`src/rtl/vsel_pkg.sv`:
```
package vsel_pkg;

  typedef enum logic [1:0] {
    COH_INV = 2'b00,
    COH_SHD = 2'b01,
    COH_EXC = 2'b10,
    COH_MOD = 2'b11
  } coh_e;

  // Eviction rank, lower goes first
  typedef enum logic [1:0] {
    RK_FREE   = 2'd0,
    RK_SHARED = 2'd1,
    RK_EXCL   = 2'd2,
    RK_DIRTY  = 2'd3
  } rank_e;

  function automatic int idx_bits(input int n);
    return (n > 1) ? $clog2(n) : 1;
  endfunction

endpackage

```
`src/rtl/victim_rank.sv`:
```
// Builds a per-way compare key: {rank, inverted age}; free ways get key 0
module victim_rank
  import vsel_pkg::*;
#(
  parameter int WAYS     = 4,
  parameter int AW       = 2,
  parameter bit USE_MSI  = 1'b0,
  localparam int KW      = 2 + AW
) (
  input  logic [WAYS-1:0]    way_valid,
  input  logic [2*WAYS-1:0]  way_state,
  input  logic [WAYS*AW-1:0] ages,
  output logic [WAYS*KW-1:0] keys
);

  for (genvar g = 0; g < WAYS; g++) begin : g_way
    coh_e  st;
    rank_e rk;
    logic [AW-1:0] age;

    assign st  = coh_e'(way_state[2*g +: 2]);
    assign age = ages[g*AW +: AW];

    always_comb begin
      if (!way_valid[g]) begin
        rk = RK_FREE;
      end else begin
        case (st)
          COH_INV: rk = RK_FREE;
          COH_SHD: rk = RK_SHARED;
          COH_EXC: rk = USE_MSI ? RK_SHARED : RK_EXCL;
          COH_MOD: rk = RK_DIRTY;
          default: rk = RK_DIRTY;
        endcase
      end
    end

    // Free ways ignore age so the lowest index wins among them
    assign keys[g*KW +: KW] = (rk == RK_FREE) ? '0 : {rk, ~age};
  end

endmodule

```
`src/rtl/victim_pick.sv`:
```
// Linear minimum search; strict compare keeps the lowest index on ties
module victim_pick
  import vsel_pkg::*;
#(
  parameter int WAYS = 4,
  parameter int AW   = 2,
  parameter int IW   = 2,
  localparam int KW  = 2 + AW
) (
  input  logic [WAYS*KW-1:0] keys,
  output logic [IW-1:0]      best_idx,
  output rank_e              best_rank
);

  logic [KW-1:0] best_key;

  always_comb begin
    best_idx = '0;
    best_key = keys[KW-1:0];
    for (int i = 1; i < WAYS; i++) begin
      if (keys[i*KW +: KW] < best_key) begin
        best_key = keys[i*KW +: KW];
        best_idx = IW'(i);
      end
    end
  end

  assign best_rank = rank_e'(best_key[KW-1 -: 2]);

endmodule

```
`src/rtl/lru_ages.sv`:
```
// Per-way LRU age registers for one set
module lru_ages #(
  parameter int WAYS = 4,
  parameter int AW   = 2,
  parameter int IW   = 2
) (
  input  logic               clk,
  input  logic               rst_n,
  input  logic               touch_valid,
  input  logic [IW-1:0]      touch_way,
  output logic [WAYS*AW-1:0] ages_o
);

  localparam logic [AW-1:0] AGE_MAX = AW'(WAYS - 1);

  logic [AW-1:0] age_q [WAYS];
  logic [AW-1:0] old_age;

  always_comb begin
    old_age = '0;
    for (int i = 0; i < WAYS; i++) begin
      if (touch_way == IW'(i)) old_age = age_q[i];
    end
  end

  for (genvar g = 0; g < WAYS; g++) begin : g_age
    always_ff @(posedge clk) begin
      if (!rst_n) begin
        age_q[g] <= AW'(g);
      end else if (touch_valid) begin
        if (touch_way == IW'(g)) begin
          age_q[g] <= '0;
        end else if ((age_q[g] < old_age) && (age_q[g] != AGE_MAX)) begin
          age_q[g] <= age_q[g] + 1'b1;
        end
      end
    end

    assign ages_o[g*AW +: AW] = age_q[g];

    // touched way becomes most recent
    a_r6_touch_zero: assert property (@(posedge clk) disable iff (!rst_n)
      touch_valid && (touch_way == IW'(g)) |=> age_q[g] == '0);

    // younger ways age by one
    a_r6_younger_inc: assert property (@(posedge clk) disable iff (!rst_n)
      touch_valid && (touch_way != IW'(g)) && (age_q[g] < old_age) && (age_q[g] != AGE_MAX)
      |=> age_q[g] == $past(age_q[g]) + 1'b1);

    // older ways hold
    a_r6_older_hold: assert property (@(posedge clk) disable iff (!rst_n)
      touch_valid && (touch_way != IW'(g)) && (age_q[g] > old_age) |=> $stable(age_q[g]));

    // no touch, no change
    a_r6_idle_hold: assert property (@(posedge clk) disable iff (!rst_n)
      !touch_valid |=> $stable(age_q[g]));
  end

endmodule

```
`src/rtl/victim_select.sv`:
```
module victim_select
  import vsel_pkg::*;
#(
  parameter int WAYS    = 4,
  parameter bit USE_MSI = 1'b0,
  localparam int AW     = idx_bits(WAYS),
  localparam int IW     = idx_bits(WAYS),
  localparam int KW     = 2 + AW
) (
  input  logic               clk,
  input  logic               rst_n,
  input  logic               req_valid,
  input  logic [WAYS-1:0]    way_valid,
  input  logic [2*WAYS-1:0]  way_state,
  input  logic               touch_valid,
  input  logic [IW-1:0]      touch_way,
  output logic               victim_valid,
  output logic [IW-1:0]      victim_way,
  output logic               victim_dirty,
  output logic [WAYS*AW-1:0] ages_o
);

  logic [WAYS*KW-1:0] keys;
  rank_e              best_rank;

  lru_ages #(.WAYS(WAYS), .AW(AW), .IW(IW)) u_ages (
    .clk         (clk),
    .rst_n       (rst_n),
    .touch_valid (touch_valid),
    .touch_way   (touch_way),
    .ages_o      (ages_o)
  );

  victim_rank #(.WAYS(WAYS), .AW(AW), .USE_MSI(USE_MSI)) u_rank (
    .way_valid (way_valid),
    .way_state (way_state),
    .ages      (ages_o),
    .keys      (keys)
  );

  victim_pick #(.WAYS(WAYS), .AW(AW), .IW(IW)) u_pick (
    .keys      (keys),
    .best_idx  (victim_way),
    .best_rank (best_rank)
  );

  assign victim_valid = req_valid;
  assign victim_dirty = (best_rank == RK_DIRTY);

  // Checker-side view of the raw inputs
  logic [WAYS-1:0] free_way, clean_way, low_mask;
  always_comb begin
    for (int i = 0; i < WAYS; i++) begin
      free_way[i]  = !way_valid[i] || (way_state[2*i +: 2] == 2'b00);
      clean_way[i] = way_valid[i] && ((way_state[2*i +: 2] == 2'b01) ||
                                      (way_state[2*i +: 2] == 2'b10));
    end
    low_mask = (WAYS'(1) << victim_way) - WAYS'(1);
  end

  // a free way wins when one exists
  a_r1_free_first: assert property (@(posedge clk) disable iff (!rst_n)
    req_valid && (|free_way) |-> free_way[victim_way]);

  // no lower-indexed free way is skipped
  a_r1_lowest_free: assert property (@(posedge clk) disable iff (!rst_n)
    req_valid |-> (free_way & low_mask) == '0);

  // a clean candidate beats every modified one
  a_r3_clean_first: assert property (@(posedge clk) disable iff (!rst_n)
    req_valid && !(|free_way) && (|clean_way) |-> !victim_dirty);

  // dirty flag matches the chosen way's state
  a_r5_dirty_flag: assert property (@(posedge clk) disable iff (!rst_n)
    req_valid |-> victim_dirty ==
      (way_valid[victim_way] && (way_state[victim_way*2 +: 2] == 2'b11)));

endmodule

```
`config.mk`:
```
export PLATFORM = sky130hd
export DESIGN_NAME = victim_select
export DESIGN_NICKNAME = d
export VERILOG_FILES = /design/src/rtl/vsel_pkg.sv /design/src/rtl/victim_rank.sv /design/src/rtl/victim_pick.sv /design/src/rtl/lru_ages.sv /design/src/rtl/victim_select.sv
export SDC_FILE = /design/constraint.sdc
export NUM_CORES = 1
export LEC_CHECK = 0
export BUFFER_PORTS_ARGS = -buffer_cell sky130_fd_sc_hd__buf_2
export CAP_MARGIN = 20
export CORE_MARGIN = 2
export CORE_UTILIZATION = 54
export CTS_CLUSTER_DIAMETER = 200
export DETAILED_ROUTE_END_ITERATION = 10
export GPL_TIMING_DRIVEN = 0
export HOLD_SLACK_MARGIN = 0.08
export PLACE_DENSITY = 0.8
export SLEW_MARGIN = 20
export SYNTH_ARGS = -nofsm -noshare
export SYNTH_HDL_FRONTEND = slang
export SYNTH_HIERARCHICAL = 1
export SYNTH_SLANG_ARGS = --single-unit
```
`constraint.sdc`:
```
create_clock -name clk -period 4.4 [get_ports clk]
set_clock_uncertainty 0.05 [all_clocks]
set_input_delay 0.44 -clock clk [delete_from_list [all_inputs] [get_ports clk]]
set_output_delay 0.44 -clock clk [all_outputs]
set_load 0.02 [all_outputs]
```
# After elaboration in Yosys (flattened, before gate mapping)
# Memories as Yosys holds them, arrays and structs flattened.
# Index checks and enable logic that the tools add are counted.
[totals]
register_bits = 0
ramBits = 8
input_bits = 18
output_inout_bits = 12
mem_count = 1
[classes]
addsub = 4
n_lt_le_gt_ge = 7
eq_ne = 20
muxes = 67
n_bitwise = 12
reduce_logical = 13
[mem_list]
columns = ["memory", "words", "width", "read_ports", "rd_clocked_by_memory_dff", "wr", "line_no", "source"]
rows = [
  ["u_ages.age_q", 4, 2, 4, 0, 4, "lru_ages.sv:16", "logic [AW-1:0] age_q [WAYS];"],
]
[ops]
columns = ["cell", "n"]
rows = [
  ["$mux W1", 38],
  ["$mux W2", 18],
  ["$pmux W2 S4", 4],
  ["$mux W4", 7],
  ["$eq A2 B2 Y1 const B", 11],
  ["$logic_not A2 Y1", 9],
  ["$lt A4 B4 Y1", 3],
  ["$eq A2 B1 Y1 const B", 5],
  ["$add A2 B1 Y2 const B", 4],
  ["$lt A2 B2 Y1", 4],
  ["$ne A2 B2 Y1 const B", 4],
  ["$not A2 Y2", 4],
  ["$or A1 B1 Y1", 8],
  ["$logic_and A1 B1 Y1", 4],
]

# Longest topological paths before layout
# Gate-level depths: netlist (run 1).
[depth]
word_depth = 13
ltp_mapped = 22

# Cells and area by module
# Netlist (run 1), hierarchy kept.
[modules_own_cells]
columns = ["module", "n_inst", "cells_each", "area_each_um2"]
rows = [
  ["lru_ages", 1, 61, 695.7],
  ["victim_pick", 1, 57, 414.1],
  ["victim_rank", 1, 20, 122.6],
  ["victim_select", 1, 2, 13.8],
]

# Worst setup path before layout (run 1)
# Ideal clock, no wire load.
[synth_path]
path_kind = "register -> output"
from = "mem u_ages.age_q[0][1]"
to = "out victim_dirty"
arrival_ps = 3691
required_time_ps = 3910
slack_ps = 219
path_stages_with_launch = 21
n_path_buf = 0
path_cell_list = "edfxtp_1 > nor2_1 > inv_1 > ha_1 > o211ai_2 > o21ai_1 > mux2_2 > inv_1 > ha_1 > nor2_1 > nor2_1 > nor2_1 > a21oi_4 > mux2i_1 > ha_1 > o21ai_1 > nand2b_1 > a21oi_1 > a41oi_1 > mux2i_1 > and2_1"
[synth_rtl]
columns = ["item", "line_no", "source"]
rows = [
  ["from (decl)", "lru_ages.sv:16", ""],
  ["to (decl)", "victim_select.sv:19", "output logic victim_dirty,"],
]

==> results of run 1 <==
[routing by layer]
metal  share of wire  GRT usage  routed length (µm)
met2            0.52     0.4916                1801
met4           0.023    0.09649                  80
met3           0.046    0.02586                 159
met1            0.42     0.2878                1453
met5               0          0                   0
[final cells by class]
| class | count | area (µm²) | share of cell area |
|---|---|---|---|
| flip-flops and latches | 8 | 240.2 | 0.1441 |
| inverters | 15 | 56.30 | 0.03378 |
| repair buffers | 40 | 242.7 | 0.1456 |
| plain buffers | 3 | 22.52 | 0.01351 |
| well taps | 28 | 35.03 | 0.02102 |
| clock buffers | 3 | 22.52 | 0.01351 |
| multi-input cells | 114 | 1047 | 0.6284 |
[where the power goes]
group | internal, mW | total [mW] | leakage, nW | switching, mW
Clock | 0.0314 | 0.0596 | 0.0138 | 0.0281
Combinational | 0.111 | 0.234 | 0.620 | 0.122
Sequential | 0.0905 | 0.0983 | 0.0737 | 0.00775
[metrics by stage]
| stage | hold WS (ns) | setup TNS [ns] | total power [mW] | util | instances |
|---|---|---|---|---|---|
| CTS | 0.5298 | 0 | 0.3614 | 0.7219 | 207 |
| global route | 0.5482 | -0.3100 | 0.4139 | 0.7607 | 211 |
| global placement | 0.6357 | -0.1412 | 0.2602 | 0.6465 | 195 |
| detailed placement | 0.6376 | -0.2839 | 0.2680 | 0.6465 | 195 |
| finish | 0.5304 | -0.1146 | 0.3915 | 0.7607 | 211 |
| floorplan | 0.6045 | 0 | 0.2230 | - | 140 |
[cells by family (layout without fill, tap and decap cells)]
group           after synthesis  count (layout)
compound gates               34              34
flops                         8               8
buf+inv                      18              61
simple gates                 51              51
mux                          10              10
fa+ha+maj                    19              19
[worst max-delay path by stage]
stage	startpoint	cells past startpoint	end
floorplan	u_ages/age_q[0][1]$_SDFFCE_PN0P_	20	victim_dirty
global placement	way_valid[1]	18	victim_dirty
detailed placement	way_valid[0]	20	victim_dirty
CTS	way_state[1]	21	victim_dirty
global route	u_ages/age_q[0][1]$_SDFFCE_PN0P_	22	victim_dirty
finish	u_ages/age_q[0][1]$_SDFFCE_PN0P_	22	victim_dirty
[what timing repair did]
item,4_1_cts,5_1_grt
setup endpoints to repair,3,3
pin swaps,11,12
gates resized for setup,16,12
setup buffers,9,4
[cell usage in the layout (no fill, tap or decap), drive strengths merged, types with 3 or more instances in the layout]
cell and n:
a21oi 5, and2 10, buf 43, clkbuf 3, edfxtp 8, ha 19
inv 15, mux2i 6, nand2 8, nand2b 3, nand3 3, nor2 15
nor3b 3, o211ai 3, o21ai 13, o32a 3
==> results by group, run 1 <==
Status
  • Status: finished with violations
  • Violated checks: negative setup slack

Yosys
  • Most frequent cells after synthesis: ha_1 (19), inv_1 (15), nor2_1 (15), edfxtp_1 (8), nand2_1 (7)
  • Synth Area in Simple Gates: 0.2380
  • Top_reg_cell synth: edfxtp_1
  • Seq/Total Area, Yosys: 0.1928
  • Compound-Gate Fraction of Synth Area: 0.2129
  • Area contributors post-synth: edfxtp_1 (19%), ha_1 (19%), mux2i_1 (4.8%)
  • Xor/xnor cell area share of the yosys netlist: 0
  • Avg Cell Area, Syn: 8.901 µm²
  • Adder-Cell Fraction of Synth Area: 0.1908
  • Largest family of logic cells by synthesized area: simple AND/OR/NAND/NOR gates
  • Share of the synthesized area in the top cell type: 0.1928
  • Synthesis Warnings: 6
  • Synthesized flop and latch total: 8
  • Post-synth EDFFs: 8
  • Synth async-reset ratio: 0
  • Yosys cell types: 39
  • Most numerous cell in the Yosys netlist: ha_1
  • Post-synthesis instance total: 140
  • Post-synthesis mux area share: 0.1024
  • Leading area contributor after synthesis: edfxtp_1
  • Syn_nets: 177
  • Mapped Area: 1246 µm²

Die
  • Initial Util: 0.5688
  • Die height: 52.04 µm
  • Core Area: 2191 µm²
  • Die Wd: 52.04 µm
  • Row Count: 17
  • Io pins: 30
  • DIE AREA: 2708 µm²

Global route
  • Largest net degree at the start of global routing: 11
  • Gr ovfl total: 0
  • First-pass GRT wire length: 5181 µm
  • Total GRT Usage: 0.2573
  • Vias in the first global route: 1,243
  • Initial antenna violation count: 0

Finish
  • Regs by FF count: u_ages/age_q (8)
  • # fillers: 151
  • Area delta synth->final: 33.74%
  • Nets@finish: 222
  • Layout cells sized above 1: 0.4590
  • Final Instance Area: 1667 µm²
  • Ant diodes: 0
  • Largest Register: u_ages/age_q
  • Max FFs per register: 8

Routing
  • Via count: 1,309
  • DR pass1 iterations: 4
  • WL final: 3494 µm
  • Antenna-violating nets left: 0
  • DRT iter0 DRCs: 40
  • Wire length per cell: 16.56 µm
  • Avg Vias per Cell: 6.204
  • DRC violations left: 0

Worst setup path
  • Crit path max-delay cell type: edfxtp_1
  • CP cell instances: nor2_2 > inv_2 > ha_4 > o211ai_4 > o21ai_4 > buf_6 > mux2_4 > inv_2 > ha_4 > nor2_2 > nor2_1 > nor2_2 > a21oi_4 > mux2i_4 > ha_4 > o21ai_2 > nand2b_1 > a21oi_2 > a41oi_2 > mux2i_1 > and2_1 > buf_6
  • Worst Path Buf+Inv: 4
  • Crit path capture type: primary output
  • Flop2flop setup slack: 2.10 ns
  • Worst stage delay on the critical path: 0.40 ns
  • Critical R2R Capture: u_ages/age_q[1][0]$_DFFE_PP_
  • CP Launch Type: flop
  • Critical path fanouts, max: 4
  • Critical path type: reg2out
  • CP top delay family: multiplexers
  • FF-to-FF Start: u_ages/age_q[1][1]$_SDFFCE_PN0P_
  • Critical path required time: 3.91 ns
  • Crit path DAT: 4.02 ns
  • Worst reg-to-reg path cell count: 6

Hold path
  • Worst hold path class: in2reg
  • Origin of the worst min-delay path: rst_n
  • Worst hold endpoint: u_ages/age_q[3][0]$_DFFE_PP_
  • Hold path depth: 2

Pwr
  • PwrDens: 234.9 nW/µm²
  • Max IR drop VDD: 0.2387 mV
  • LEAKAGE: 0.7071 nW

Timing
  • Fmax: 221.5 MHz
  • Headroom to the max-slew limit: 0.7257
  • Final worst slack: -0.1146 ns
  • Period utilization: 1.026
  • Final setup viols: 1
  • Post-layout minimum cycle time: 4.515 ns
  • Max Slew Vio Count: 0
  • Final Hold Fails: 0
  • RSZ-0062 raised after global routing: true
  • Slew @ Worst Pin: 0.4082 ns

Job
  • Max cap viols: 0

Clocking
  • Max clock buf depth: 2
  • CTS Hold Buffers Added: 0
  • Clock Latency Late Sink: 0.26 ns
  • CTS tree: done
  • Root Driver: clkbuf_4
  • Clock Sinks: 8
  • Num CTS Buffers: 3
  • H-tree levels: 1
  • Register clock-pin slew on the reported worst setup and hold paths: 0.06 ns

Place
  • Placer congestion estimate: 0.8576
  • Hpwl dp: 2305 µm
  • Place WS: -0.2445 ns
  • Placed Area: 1416 µm²
  • IO Port Bufs: 27
(Power assumes the default switching activity.)
==> run 2, diff against run 1 <==
ABC_AREA = 1   (was unset)
==> results by group, run 2 <==
Status
  • Status: finished clean

Hold path
  • Worst hold path class: in2reg

Finish
  • # fillers: 202
  • Final Instance Area: 1446 µm²
  • Largest Register: u_ages/age_q
  • Commonest non-fill, non-tap cells in the layout: nand2_1 (50), buf_2 (28), inv_1 (26)
  • Area delta synth->final: 15.37%
  • Regs by FF count: u_ages/age_q (8)
  • Ant diodes: 0
  • Commonest non-fill, non-tap cell in the layout: nand2_1
  • Max FFs per register: 8
  • Nets@finish: 249
  • Layout cells sized above 1: 0.3048
  • Final cell count without fillers: 238

Timing
  • Max Slew Vio Count: 0
  • RSZ-0062 raised after global routing: false
  • Post-route setup TNS: 0 ns
  • Period utilization: 0.8875
  • Headroom to the max-slew limit: 0.7403
  • Final Hold Fails: 0
  • Min Hold Slack: 0.5648 ns
  • Post-layout minimum cycle time: 3.905 ns
  • Fmax: 256.1 MHz
  • Final setup viols: 0
  • Slew @ Worst Pin: 0.3896 ns
  • Final worst slack: 0.4948 ns

Clocking
  • Max clock buf depth: 2
  • Register clock-pin slew on the reported worst setup and hold paths: 0.05 ns
  • Clock Latency Late Sink: 0.25 ns
  • CTS Hold Buffers Added: 0
  • Root Driver: clkbuf_4
  • Total setup buffers inserted after CTS: 0
  • CTS tree: done
  • Post_cts resized: 0
  • Clock Sinks: 8
  • Num CTS Buffers: 3
  • H-tree levels: 1

Place
  • Place WS: 0.5703 ns
  • Hpwl dp: 2161 µm
  • Placer congestion estimate: 0.9186
  • Placed Cells incl. Taps: 235
  • Placed Area: 1424 µm²
  • IO Port Bufs: 27

Yosys
  • Synth async-reset ratio: 0
  • Top_reg_cell synth: edfxtp_1
  • Leading area contributor after synthesis: edfxtp_1
  • Most frequent cells after synthesis: nand2_1 (50), inv_1 (26), ha_1 (19), nand3_1 (13), nand2_2 (11)
  • Share of the synthesized area in the top cell type: 0.1916
  • Post-synthesis instance total: 180
  • Mapped Area: 1254 µm²
  • Syn_nets: 217
  • Yosys cell types: 22
  • Seq/Total Area, Yosys: 0.1916
  • Avg Cell Area, Syn: 6.965 µm²
  • Synthesis Warnings: 6
  • Most numerous cell in the Yosys netlist: nand2_1
  • Area contributors post-synth: edfxtp_1 (19%), ha_1 (19%), nand2_1 (15%)
  • Synthesized flop and latch total: 8
  • Post-synth EDFFs: 8

Pwr
  • LEAKAGE: 0.7941 nW
  • Max IR drop VDD: 0.1829 mV
  • PwrDens: 234.6 nW/µm²

Global route
  • Total GRT Usage: 0.2077
  • Largest net degree at the start of global routing: 9
  • Initial antenna violation count: 0
  • Gr ovfl total: 0
  • Vias in the first global route: 1,168
  • First-pass GRT wire length: 4388 µm

Routing
  • Wire length per cell: 10.50 µm
  • WL final: 2498 µm
  • Avg Vias per Cell: 5.084
  • DRT iter0 DRCs: 27
  • Antenna-violating nets left: 0
  • DRC violations left: 0
  • DR pass1 iterations: 4
  • Via count: 1,210

Worst setup path
  • Most used cell along the critical path: nand2_1
  • End of the critical path: victim_dirty
  • Crit path capture type: primary output
  • Worst reg-to-reg path cell count: 7
  • Critical path required time: 3.91 ns
  • Critical path type: reg2out
  • Critical R2R Capture: u_ages/age_q[2][1]$_SDFFCE_PN1P_
  • Critical path fanouts, max: 6
  • Worst Path Buf+Inv: 5
  • CP Launch Type: flop
  • FF-to-FF Start: u_ages/age_q[2][1]$_SDFFCE_PN1P_
  • CP top delay family: simple AND/OR/NAND/NOR gates
  • CP Depth: 26
  • Critical path origin: u_ages/age_q[0][1]$_SDFFCE_PN0P_
  • Flop2flop setup slack: 2.41 ns
  • Worst stage delay on the critical path: 0.45 ns
  • Crit path DAT: 3.42 ns
  • Crit path max-delay cell type: edfxtp_1

Die
  • Initial Util: 0.5667
  • Io pins: 30
  • DIE AREA: 2723 µm²
  • Core Area: 2212 µm²
  • Row Count: 17
  • Die Wd: 52.19 µm
  • Die height: 52.19 µm

Job
  • Max cap viols: 0
run 2: cell families after synthesis:
group / synth area share
AOI/OAI and AO/OA: 0.09781
DFF: 0.1916
adders and majority gates: 0.1896
and+or+nand+nor: 0.4062
buffers and inverters: 0.1148
run 2: worst min path at each step:
stage          slack [ns]                               end                             start  cells after the start
2_1_floorplan        0.64      u_ages/age_q[1][0]$_DFFE_PP_                       touch_valid                      3
3_3_place_gp         0.58  u_ages/age_q[0][0]$_SDFFCE_PN0P_  u_ages/age_q[0][0]$_SDFFCE_PN0P_                      1
3_5_place_dp         0.58  u_ages/age_q[0][0]$_SDFFCE_PN0P_  u_ages/age_q[0][0]$_SDFFCE_PN0P_                      1
4_1_cts              0.56  u_ages/age_q[1][1]$_SDFFCE_PN0P_                             rst_n                      2
5_1_grt              0.58  u_ages/age_q[1][1]$_SDFFCE_PN0P_                             rst_n                      2
6_report             0.56  u_ages/age_q[1][1]$_SDFFCE_PN0P_                             rst_n                      2
run 2: cell type report:
| type | instances | area, µm² | area share |
|---|---|---|---|
| buffer | 2 | 12.51 | 0.008651 |
| clock buffer | 3 | 22.52 | 0.01557 |
| inverter | 35 | 131.4 | 0.09083 |
| multi-input combinational | 135 | 869.6 | 0.6012 |
| sequential | 8 | 240.2 | 0.1661 |
| tap | 28 | 35.03 | 0.02422 |
| timing repair buffer | 27 | 135.1 | 0.09343 |
run 2: power by group:
group | internal (mW) | switching [mW] | leakage (nW)
Clock | 0.0311 | 0.0236 | 0.0138
Combinational | 0.0687 | 0.117 | 0.706
Sequential | 0.0913 | 0.00801 | 0.0746
Total | 0.191 | 0.148 | 0.794
run 2: through the flow:
| stage | power (mW) | util |
|---|---|---|
| after detailed placement | 0.2862 | 0.6437 |
| after global routing | 0.3717 | 0.6538 |
| after CTS | 0.3417 | 0.6538 |
| after floorplan | 0.2426 | - |
| after global placement | 0.2764 | 0.6437 |
| final | 0.3394 | 0.6538 |
run 2: per-layer routing:
layer	up-vias	routed length (µm)	GRT usage	part of all wire
met5	-	0	0	0
met4	0	30	0.06410	0.012
met3	4	90	0.01143	0.036
met2	26	1331	0.4093	0.53
met1	542	1046	0.2353	0.42
li1	638	-	-	-
